<file path="src/rtl/intr_gate_pkg.sv">
package intr_gate_pkg;
   localparam int unsigned CTL_W  = 8;
   localparam int unsigned CORE_N = 3;

   typedef struct packed {
      logic gate_a;     // global, or high-priority gate
      logic gate_b;     // peripheral, or low-priority gate
      logic tmr_en;
      logic ext_en;
      logic pchg_en;
      logic tmr_flag;
      logic ext_flag;
      logic pchg_flag;
   } ictl_t;
endpackage

</file>
<file path="src/rtl/intr_flag_cell.sv">
module intr_flag_cell #(
   parameter logic RST_VAL = 1'b0
) (
   input  logic clk,
   input  logic rst_n,
   input  logic set_i,
   input  logic wr_i,
   input  logic wr_val_i,
   output logic flag_o
);
   logic flag_q;

   always_ff @(posedge clk or negedge rst_n) begin
      if (!rst_n)      flag_q <= RST_VAL;
      else if (set_i)  flag_q <= 1'b1;
      else if (wr_i)   flag_q <= wr_val_i;
   end

   assign flag_o = flag_q;


   flag_set_chk: assert property (@(posedge clk) disable iff (!rst_n)
      set_i |=> flag_o);


   flag_hold_chk: assert property (@(posedge clk) disable iff (!rst_n)
      (!set_i && !wr_i) |=> $stable(flag_o));
endmodule

</file>
<file path="src/rtl/intr_ctrl_reg.sv">
module intr_ctrl_reg
   import intr_gate_pkg::*;
#(
   parameter logic PCHG_RST_VAL = 1'b0
) (
   input  logic              clk,
   input  logic              rst_n,
   input  logic              wr_en,
   input  logic [CTL_W-1:0]  wr_data,
   input  logic [CORE_N-1:0] evt_i,
   output ictl_t             ctl
);
   localparam int unsigned EN_W = CTL_W - CORE_N;

   logic [EN_W-1:0]   en_q;
   logic [CORE_N-1:0] flag_w;

   initial begin
      if (CTL_W != 8) $error("control byte must be 8 bits");
      if (EN_W != 5)  $error("enable field must be 5 bits");
   end

   always_ff @(posedge clk or negedge rst_n) begin
      if (!rst_n)      en_q <= '0;
      else if (wr_en)  en_q <= wr_data[CTL_W-1:CORE_N];
   end

   for (genvar gi = 0; gi < CORE_N; gi++) begin : g_flag
      localparam logic RV = (gi == 0) ? PCHG_RST_VAL : 1'b0;
      intr_flag_cell #(.RST_VAL(RV)) flag_i (
         .clk      (clk),
         .rst_n    (rst_n),
         .set_i    (evt_i[gi]),
         .wr_i     (wr_en),
         .wr_val_i (wr_data[gi]),
         .flag_o   (flag_w[gi])
      );
   end

   assign ctl = ictl_t'({en_q, flag_w});


   en_load_chk: assert property (@(posedge clk) disable iff (!rst_n)
      wr_en |=> (ctl.gate_a == $past(wr_data[7]) && ctl.tmr_en == $past(wr_data[5])));
endmodule

</file>
<file path="src/rtl/intr_req_merge.sv">
module intr_req_merge
   import intr_gate_pkg::*;
#(
   parameter int unsigned NUM_PERIPH = 4
) (
   input  logic                  clk,
   input  logic                  rst_n,
   input  logic                  prio_mode,
   input  ictl_t                 ctl,
   input  logic [NUM_PERIPH-1:0] periph_flag,
   input  logic [NUM_PERIPH-1:0] periph_prio,
   output logic                  irq_hi,
   output logic                  irq_lo
);
   logic [NUM_PERIPH-1:0] p_hi, p_lo;
   logic core_any, hi_d, lo_d, hi_q, lo_q;

   initial begin
      if (NUM_PERIPH < 1 || NUM_PERIPH > 32) $error("NUM_PERIPH out of range");
   end

   for (genvar gi = 0; gi < NUM_PERIPH; gi++) begin : g_split
      assign p_hi[gi] = periph_flag[gi] &  periph_prio[gi];
      assign p_lo[gi] = periph_flag[gi] & ~periph_prio[gi];
   end

   assign core_any = (ctl.tmr_en  & ctl.tmr_flag)
                   | (ctl.ext_en  & ctl.ext_flag)
                   | (ctl.pchg_en & ctl.pchg_flag);

   always_comb begin
      if (prio_mode) begin
         hi_d = ctl.gate_a & (core_any | (|p_hi));
         lo_d = ctl.gate_a & ctl.gate_b & (|p_lo);
      end else begin
         hi_d = ctl.gate_a & (core_any | (ctl.gate_b & (|periph_flag)));
         lo_d = 1'b0;
      end
   end

   always_ff @(posedge clk or negedge rst_n) begin
      if (!rst_n) begin
         hi_q <= 1'b0;
         lo_q <= 1'b0;
      end else begin
         hi_q <= hi_d;
         lo_q <= lo_d;
      end
   end

   assign irq_hi = hi_q;
   assign irq_lo = lo_q;


   gate_block_chk: assert property (@(posedge clk) disable iff (!rst_n)
      !ctl.gate_a |=> (!irq_hi && !irq_lo));


   flat_no_lo_chk: assert property (@(posedge clk) disable iff (!rst_n)
      !prio_mode |=> !irq_lo);


   periph_gate_chk: assert property (@(posedge clk) disable iff (!rst_n)
      (!prio_mode && !ctl.gate_b && !core_any) |=> !irq_hi);
endmodule

</file>
<file path="src/rtl/intr_gate_ctrl.sv">
module intr_gate_ctrl
   import intr_gate_pkg::*;
#(
   parameter int unsigned NUM_PERIPH   = 4,
   parameter logic        PCHG_RST_VAL = 1'b0
) (
   input  logic                  clk,
   input  logic                  rst_n,
   input  logic                  prio_mode,
   input  logic                  wr_en,
   input  logic [7:0]            wr_data,
   input  logic [2:0]            evt_i,
   input  logic [NUM_PERIPH-1:0] periph_flag,
   input  logic [NUM_PERIPH-1:0] periph_prio,
   output logic [7:0]            ctl_q,
   output logic                  irq_hi,
   output logic                  irq_lo
);
   ictl_t ctl;

   intr_ctrl_reg #(.PCHG_RST_VAL(PCHG_RST_VAL)) reg_i (
      .clk     (clk),
      .rst_n   (rst_n),
      .wr_en   (wr_en),
      .wr_data (wr_data),
      .evt_i   (evt_i),
      .ctl     (ctl)
   );

   intr_req_merge #(.NUM_PERIPH(NUM_PERIPH)) merge_i (
      .clk         (clk),
      .rst_n       (rst_n),
      .prio_mode   (prio_mode),
      .ctl         (ctl),
      .periph_flag (periph_flag),
      .periph_prio (periph_prio),
      .irq_hi      (irq_hi),
      .irq_lo      (irq_lo)
   );

   assign ctl_q = ctl;


   rst_req_chk: assert property (@(posedge clk) $rose(rst_n) |-> (!irq_hi && !irq_lo));
endmodule

</file>
<file path="config.mk">
export PLATFORM = sky130hd
export DESIGN_NAME = intr_gate_ctrl
export DESIGN_NICKNAME = d
export VERILOG_FILES = /design/src/rtl/intr_gate_pkg.sv /design/src/rtl/intr_flag_cell.sv /design/src/rtl/intr_ctrl_reg.sv /design/src/rtl/intr_req_merge.sv /design/src/rtl/intr_gate_ctrl.sv
export SDC_FILE = /design/constraint.sdc
export NUM_CORES = 1
export LEC_CHECK = 0
export BUFFER_PORTS_ARGS = -buffer_cell sky130_fd_sc_hd__buf_2
export CAP_MARGIN = 20
export CORE_AREA = 4 4 41 43
export DETAILED_ROUTE_END_ITERATION = 10
export DIE_AREA = 0 0 45 47
export GPL_ROUTABILITY_DRIVEN = 1
export HOLD_SLACK_MARGIN = 0.12
export PLACE_DENSITY = 0.75
export SYNTH_ARGS = -nofsm -noshare
export SYNTH_HDL_FRONTEND = slang
export SYNTH_SLANG_ARGS = --single-unit
</file>
<file path="constraint.sdc">
create_clock -name clk -period 1.2 [get_ports clk]
set_clock_uncertainty 0.1 [all_clocks]
set_input_delay 0.12 -clock clk [delete_from_list [all_inputs] [get_ports clk]]
set_output_delay 0.12 -clock clk [all_outputs]
set_load 0.02 [all_outputs]
</file>
* After elaboration in Yosys (flattened, before gate mapping)
Index checks and enable logic that the tools add are counted.
** Storage, ports and cells
- Register bits after elaboration :: 10
- Input bits :: 23
- Output and inout bits :: 10
- Logic and storage cells :: 44
** Cells by class
- Mux-type cells :: 8
- Bitwise logic cells :: 24
- Reductions and logical operators :: 6
** Operator list (number)
- $and 1x1->1 :: 16
- $reduce_or 4->1 :: 3
- $mux 1 :: 8
- $reduce_bool 2->1 :: 3
- $not 1->1 :: 4
- $or 1x1->1 :: 4

* Logic depth before layout (Yosys ltp)
- Depth in word-level cells :: 6
- Mapped depth :: 3
- Gate-level depth less buffers :: 3

* Cells and area by module
From an unflattened synthesis, not the netlist that was laid out.
** Unflattened totals
- Cells, all modules :: 36
- Area total of the unflattened synthesis :: 449.2 sq um
** Modules (own cells, without submodules)
- intr_ctrl_reg :: times used 1, cells an instance 10, area an instance 181.4 sq um, seq. area each 125.1 sq um
- intr_req_merge :: times used 1, cells an instance 17, area an instance 147.6 sq um, seq. area each 50.0 sq um
- intr_flag_cell :: times used 3, cells an instance 3, area an instance 40.0 sq um, seq. area each 25.0 sq um

* Least setup slack after synthesis
No wires, ideal clock.
- Path kind :: register to register
- Start :: register reg_i.en_q[0]
- End :: register merge_i.hi_q (netlist: merge_i.irq_hi)
- Library setup time :: 133 ps
- Arrival :: 866 ps
- Path slack :: 101 ps
- Stages on the path, launching flop included :: 3
- Buffers on the path :: 0
- Clock period less this slack :: 1099 ps
- Cells stage by stage :: dfrtp_1 > a222oi_1 > a31oi_1
** Between the ends
- Cells in the longest elaborated chain, start to end :: 5
** RTL lines
- from (decl) :: RTL line intr_ctrl_reg.sv:15 : logic [EN_W-1:0] en_q;
- from (signal assigned) :: RTL line intr_ctrl_reg.sv:25 : else if (wr_en) en_q <= wr_data[CTL_W-1:CORE_N];
- $and 1x1->1 (*) :: RTL line intr_req_merge.sv:29 : | (ctl.pchg_en & ctl.pchg_flag);
- $or 1x1->1 (*) :: RTL line intr_req_merge.sv:29
- $or 1x1->1, on equally long branches :: RTL line intr_req_merge.sv:36, intr_req_merge.sv:33
- $and 1x1->1, on equally long branches :: RTL line intr_req_merge.sv:36, intr_req_merge.sv:33
- $mux 1 (*) :: RTL line intr_req_merge.sv:32 : if (prio_mode) begin
- named net merge_i.hi_d :: RTL line intr_req_merge.sv:16 : logic core_any, hi_d, lo_d, hi_q, lo_q;
- to (signal assigned) :: RTL line intr_req_merge.sv:46 : hi_q <= hi_d;
- to (decl) :: RTL line intr_req_merge.sv:16
Mark *: on every way through the listed nets, which the timed path passes. The rest lies on a longest branch.
A chain may end at the register's enable or synchronous reset.

* Final worst setup path
- Start :: input port wr_en
- End :: register reg_i.en_q[0]
** RTL lines
- from (decl) :: RTL line intr_gate_ctrl.sv:10 : input logic wr_en,
No word-level cell between the ends.

==> results.md <==
Yosys:
- The most used flip-flop cell after synthesis is sky130_fd_sc_hd__dfrtp_1.
- The synthesized design contains 0 enable-type register cells.
- The compound-gate portion of the synthesized area is 20.1%.
- The synthesized design devotes to its leading area cell type 52.8% of total area.
- The share of synthesized area spent on multiplexers is 9.50%.
- The synthesized netlist devotes 7.92% of its cell area to simple gates.
- For this run, the number of Yosys warnings is 0.
- Of the total synthesized cell area, the portion taken by XOR and XNOR cells is 0%.
- After synthesis the cells add up to 474 µm².
- The share of the Yosys chip area taken by registers is 52.8%.
- Of all cell types, the one taking the most synthesized area is sky130_fd_sc_hd__dfrtp_1.
- The share of flip-flops with an asynchronous set or reset is 100%.
- Yosys mapped the design onto 17 distinct sky130hd cell types.
- In the post-synthesis netlist, the biggest area contributors are sky130_fd_sc_hd__dfrtp_1 53%, sky130_fd_sc_hd__mux2_2 9.5%, sky130_fd_sc_hd__a211o_1 5.5%, sky130_fd_sc_hd__buf_4 4.7%, sky130_fd_sc_hd__inv_1 4.0%.
- Counting flops and latches in the post-synthesis netlist gives 10.
- A synthesized cell averages 11.6 µm².
- The synthesized netlist devotes 0% of its cell area to adder and majority cells.
- The net count after synthesis is 64.
- The main combinational cell family by area after synthesis is compound AO/OA/AOI/OAI gates.
- The count of mapped cells out of synthesis is 41.

Placement:
- The half-perimeter wire length after detailed placement is 887 µm.
- At the end of routability-driven placement, the weighted congestion stood at 0.715.
- Buffers placed on the I/O ports in this run total 32.
- Summing all placed instances gives a cell area of 626 µm².

Clock tree:
- The tree is rooted in a sky130_fd_sc_hd__clkbuf_4.
- The longest clock path from root to sink contains 2 buffers.
- The number of sinks driven by the clock tree is 10.
- In this run the number of H-tree levels came out at 1.
- The number of buffers inserted during clock tree synthesis is 3.
- After clock tree synthesis, the clock-pin slew on the worst setup and hold paths is 70 ps.
- The buffer count from post-CTS setup fixing is 0.
- TritonCTS built the clock tree.
- At the later pin of the worst-skew pair, clock insertion delay measures 260 ps.

Timing:
- The post-layout minimum cycle time is 1180 ps.
- Static timing analysis puts the maximum clock frequency at 847 MHz.
- The post-route setup TNS is 0 ps.
- The actual slew at the worst max-slew pin is 306 ps.
- The count of endpoints failing hold in the final timing report is 0.
- Setup repair after global routing left no endpoint under its margin.
- Setup violations remaining at the end of the flow were counted as 0.
- The normalized max-slew margin is 79.6%.
- The max-slew violation count is 0.
- The final critical-path share of the clock period is 98.4%.

Floorplanning:
- The effective utilization at floorplan is 36.4%.
- 33 I/O pins were placed.
- The core region area is 1300 µm².
- The die width is 45 µm.
- The row count is 13.
- The die is 47 µm tall.
- The overall die area is 2120 µm².

Route:
- After detailed routing, the total wire length is 1300 µm.
- The post-route DRC violation count is 0.
- After detailed routing, the number of vias per cell comes to 4.87.
- In the final routed layout, each cell accounts on average for 12.7 µm.
- The via count is 497.
- The pre-antenna-repair detailed-routing pass consisted of 4 iterations.
- The detail route stage leaves a number of antenna-violating nets equal to 0.
- The detailed router finished its first iteration with 19 violations.

Layout:
- The finished cells cover 802 µm².
- The layout overhead on the synthesized area is 69.1%.
- The share of layout cells above drive strength 1 is 47.1%.
- The most common library cell in the layout ignoring fill and taps is sky130_fd_sc_hd__buf_2.
- The number of antenna diodes in the final layout is 0.
- The number of nets in the finished design is 111.
- In the layout the commonest cells are 32 x sky130_fd_sc_hd__buf_2, 14 x sky130_fd_sc_hd__dlygate4sd3_1, 10 x sky130_fd_sc_hd__dfrtp_1, 5 x sky130_fd_sc_hd__inv_1, 4 x sky130_fd_sc_hd__mux2_2.
- After filler insertion, the fill cell instance count of the layout stands at 116.

Global routing:
- The remaining global-route overflow is 0.
- The number of global-route vias before repair is 509.
- The first-pass GRT wire length is 2040 µm.
- The maximum number of pins on one net before global-route repair is 13.
- The combined global-route utilization of all metal layers is 13.6%.
- The number of antenna violations at the first check in global routing is 0.

Power and ir drop:
- The maximum vdd drop is 889 µV.
- Summed over all cells, the static leakage comes to 0.000406 µW.
- Power spread over the standard cell area amounts to 1120 nW/µm².

Worst setup path:
- STA classifies the critical path startpoint as a primary input.
- For flop-to-flop paths, the worst setup slack is 100 ps.
- For the worst flop-to-flop path, the logic depth is 2.
- The endpoint identified for the worst register-to-register timing path is merge_i.irq_hi.
- Traced cell by cell, the critical path runs through dlygate4sd3_1 -> buf_2 -> mux2_2.
- The type of destination of the critical path is a flip-flop.
- The cell with the largest stage delay on the worst path is sky130_fd_sc_hd__dlygate4sd3_1.
- The data required time at the worst endpoint is 1250 ps.
- The critical path class is in2reg.
- In this run the critical register-to-register path is launched from reg_i.g_flag[0].flag_i.flag_o.
- Of all nets on the critical path, the largest fanout is 12.
- The delay of the slowest critical-path stage is 520 ps.
- The critical path data arrival time is 1230 ps.

Worst hold path:
- The path class of the tightest hold or removal check is in2async.

Status:
- The flow ran to the end, and the final reports show no timing, DRC or antenna violations.

Run:
- Max-cap violations in this run came to 0.
==> cell families (layout without fill, tap and decap cells) <==
group,count (synthesis),in the layout
mux,4,4
buf+inv,9,55
simple gates,6,6
compound gates,12,12
flops,10,10
==> worst max path at each step <==
stage / start / to / slack (ps)
finish: wr_en / reg_i.en_q[0] / 20
global route: wr_en / reg_i.en_q[3] / 1
CTS: wr_en / reg_i.en_q[3] / 20
detailed placement: periph_flag[1] / merge_i.irq_hi / 60
global placement: periph_flag[1] / merge_i.irq_hi / 60
floorplan: reg_i.en_q[0] / merge_i.irq_hi / 100
==> layer usage <==
metal | GRT usage [%] | wire length [µm]
met3 | 4.98 | 72
met4 | 5.26 | 9
met2 | 25.1 | 738
met5 | 0 | 0
met1 | 14.0 | 475
==> stage by stage <==
stage	utilization, %	hold slack (ps)	instances	power [µW]	setup WS [ps]
detailed placement	48.1	-108	84	565	55.5
global route	61.6	162	102	941	0.983
finish	61.6	146	102	895	19.2
floorplan	-	-276	41	489	101
CTS	61.6	143	102	900	23.2
global placement	48.1	-115	84	561	57.1
==> where the power goes <==
group	leakage, µW	switching [µW]	internal (µW)
Clock	0.0000210	117	184
Combinational	0.000269	99.3	110
Sequential	0.000116	19.3	366
Total	0.000406	235	660
==> final cells by class <==
cell class | instances | area [µm²] | area share [%]
repair buffers | 46 | 300 | 37.4
well taps | 15 | 18.8 | 2.34
inverters | 5 | 18.8 | 2.34
clock buffers | 4 | 36.3 | 4.52
multi-input cells | 22 | 178 | 22.2
flip-flops and latches | 10 | 250 | 31.2
==> synth_stat cells, types with 2 or more instances <==
cell type                 count
sky130_fd_sc_hd__buf_4        3
sky130_fd_sc_hd__mux2_2       4
sky130_fd_sc_hd__dfrtp_1     10
sky130_fd_sc_hd__o22ai_1      2
sky130_fd_sc_hd__inv_1        5
sky130_fd_sc_hd__nor2b_1      3
sky130_fd_sc_hd__o21ai_0      2
sky130_fd_sc_hd__a211o_1      3
==> what timing repair did <==
| action | in CTS | in global routing |
|---|---|---|
| endpoints found under the hold margin | 20 | 0 |
| resized for setup | 0 | 0 |
| hold buffers | 14 | 0 |
==> state kept, by name, indices dropped and copies added (netlist names) <==
name,count
merge_i.irq_hi,1
merge_i.irq_lo,1
reg_i.en_q,5
reg_i.g_flag.flag_i.flag_o,3
==> worst max-delay path: cells and delay by family <==
family                 cells  cell delay (ps)
muxes                      1              360
buffers and inverters      2              750
(Power assumes the default switching activity.)
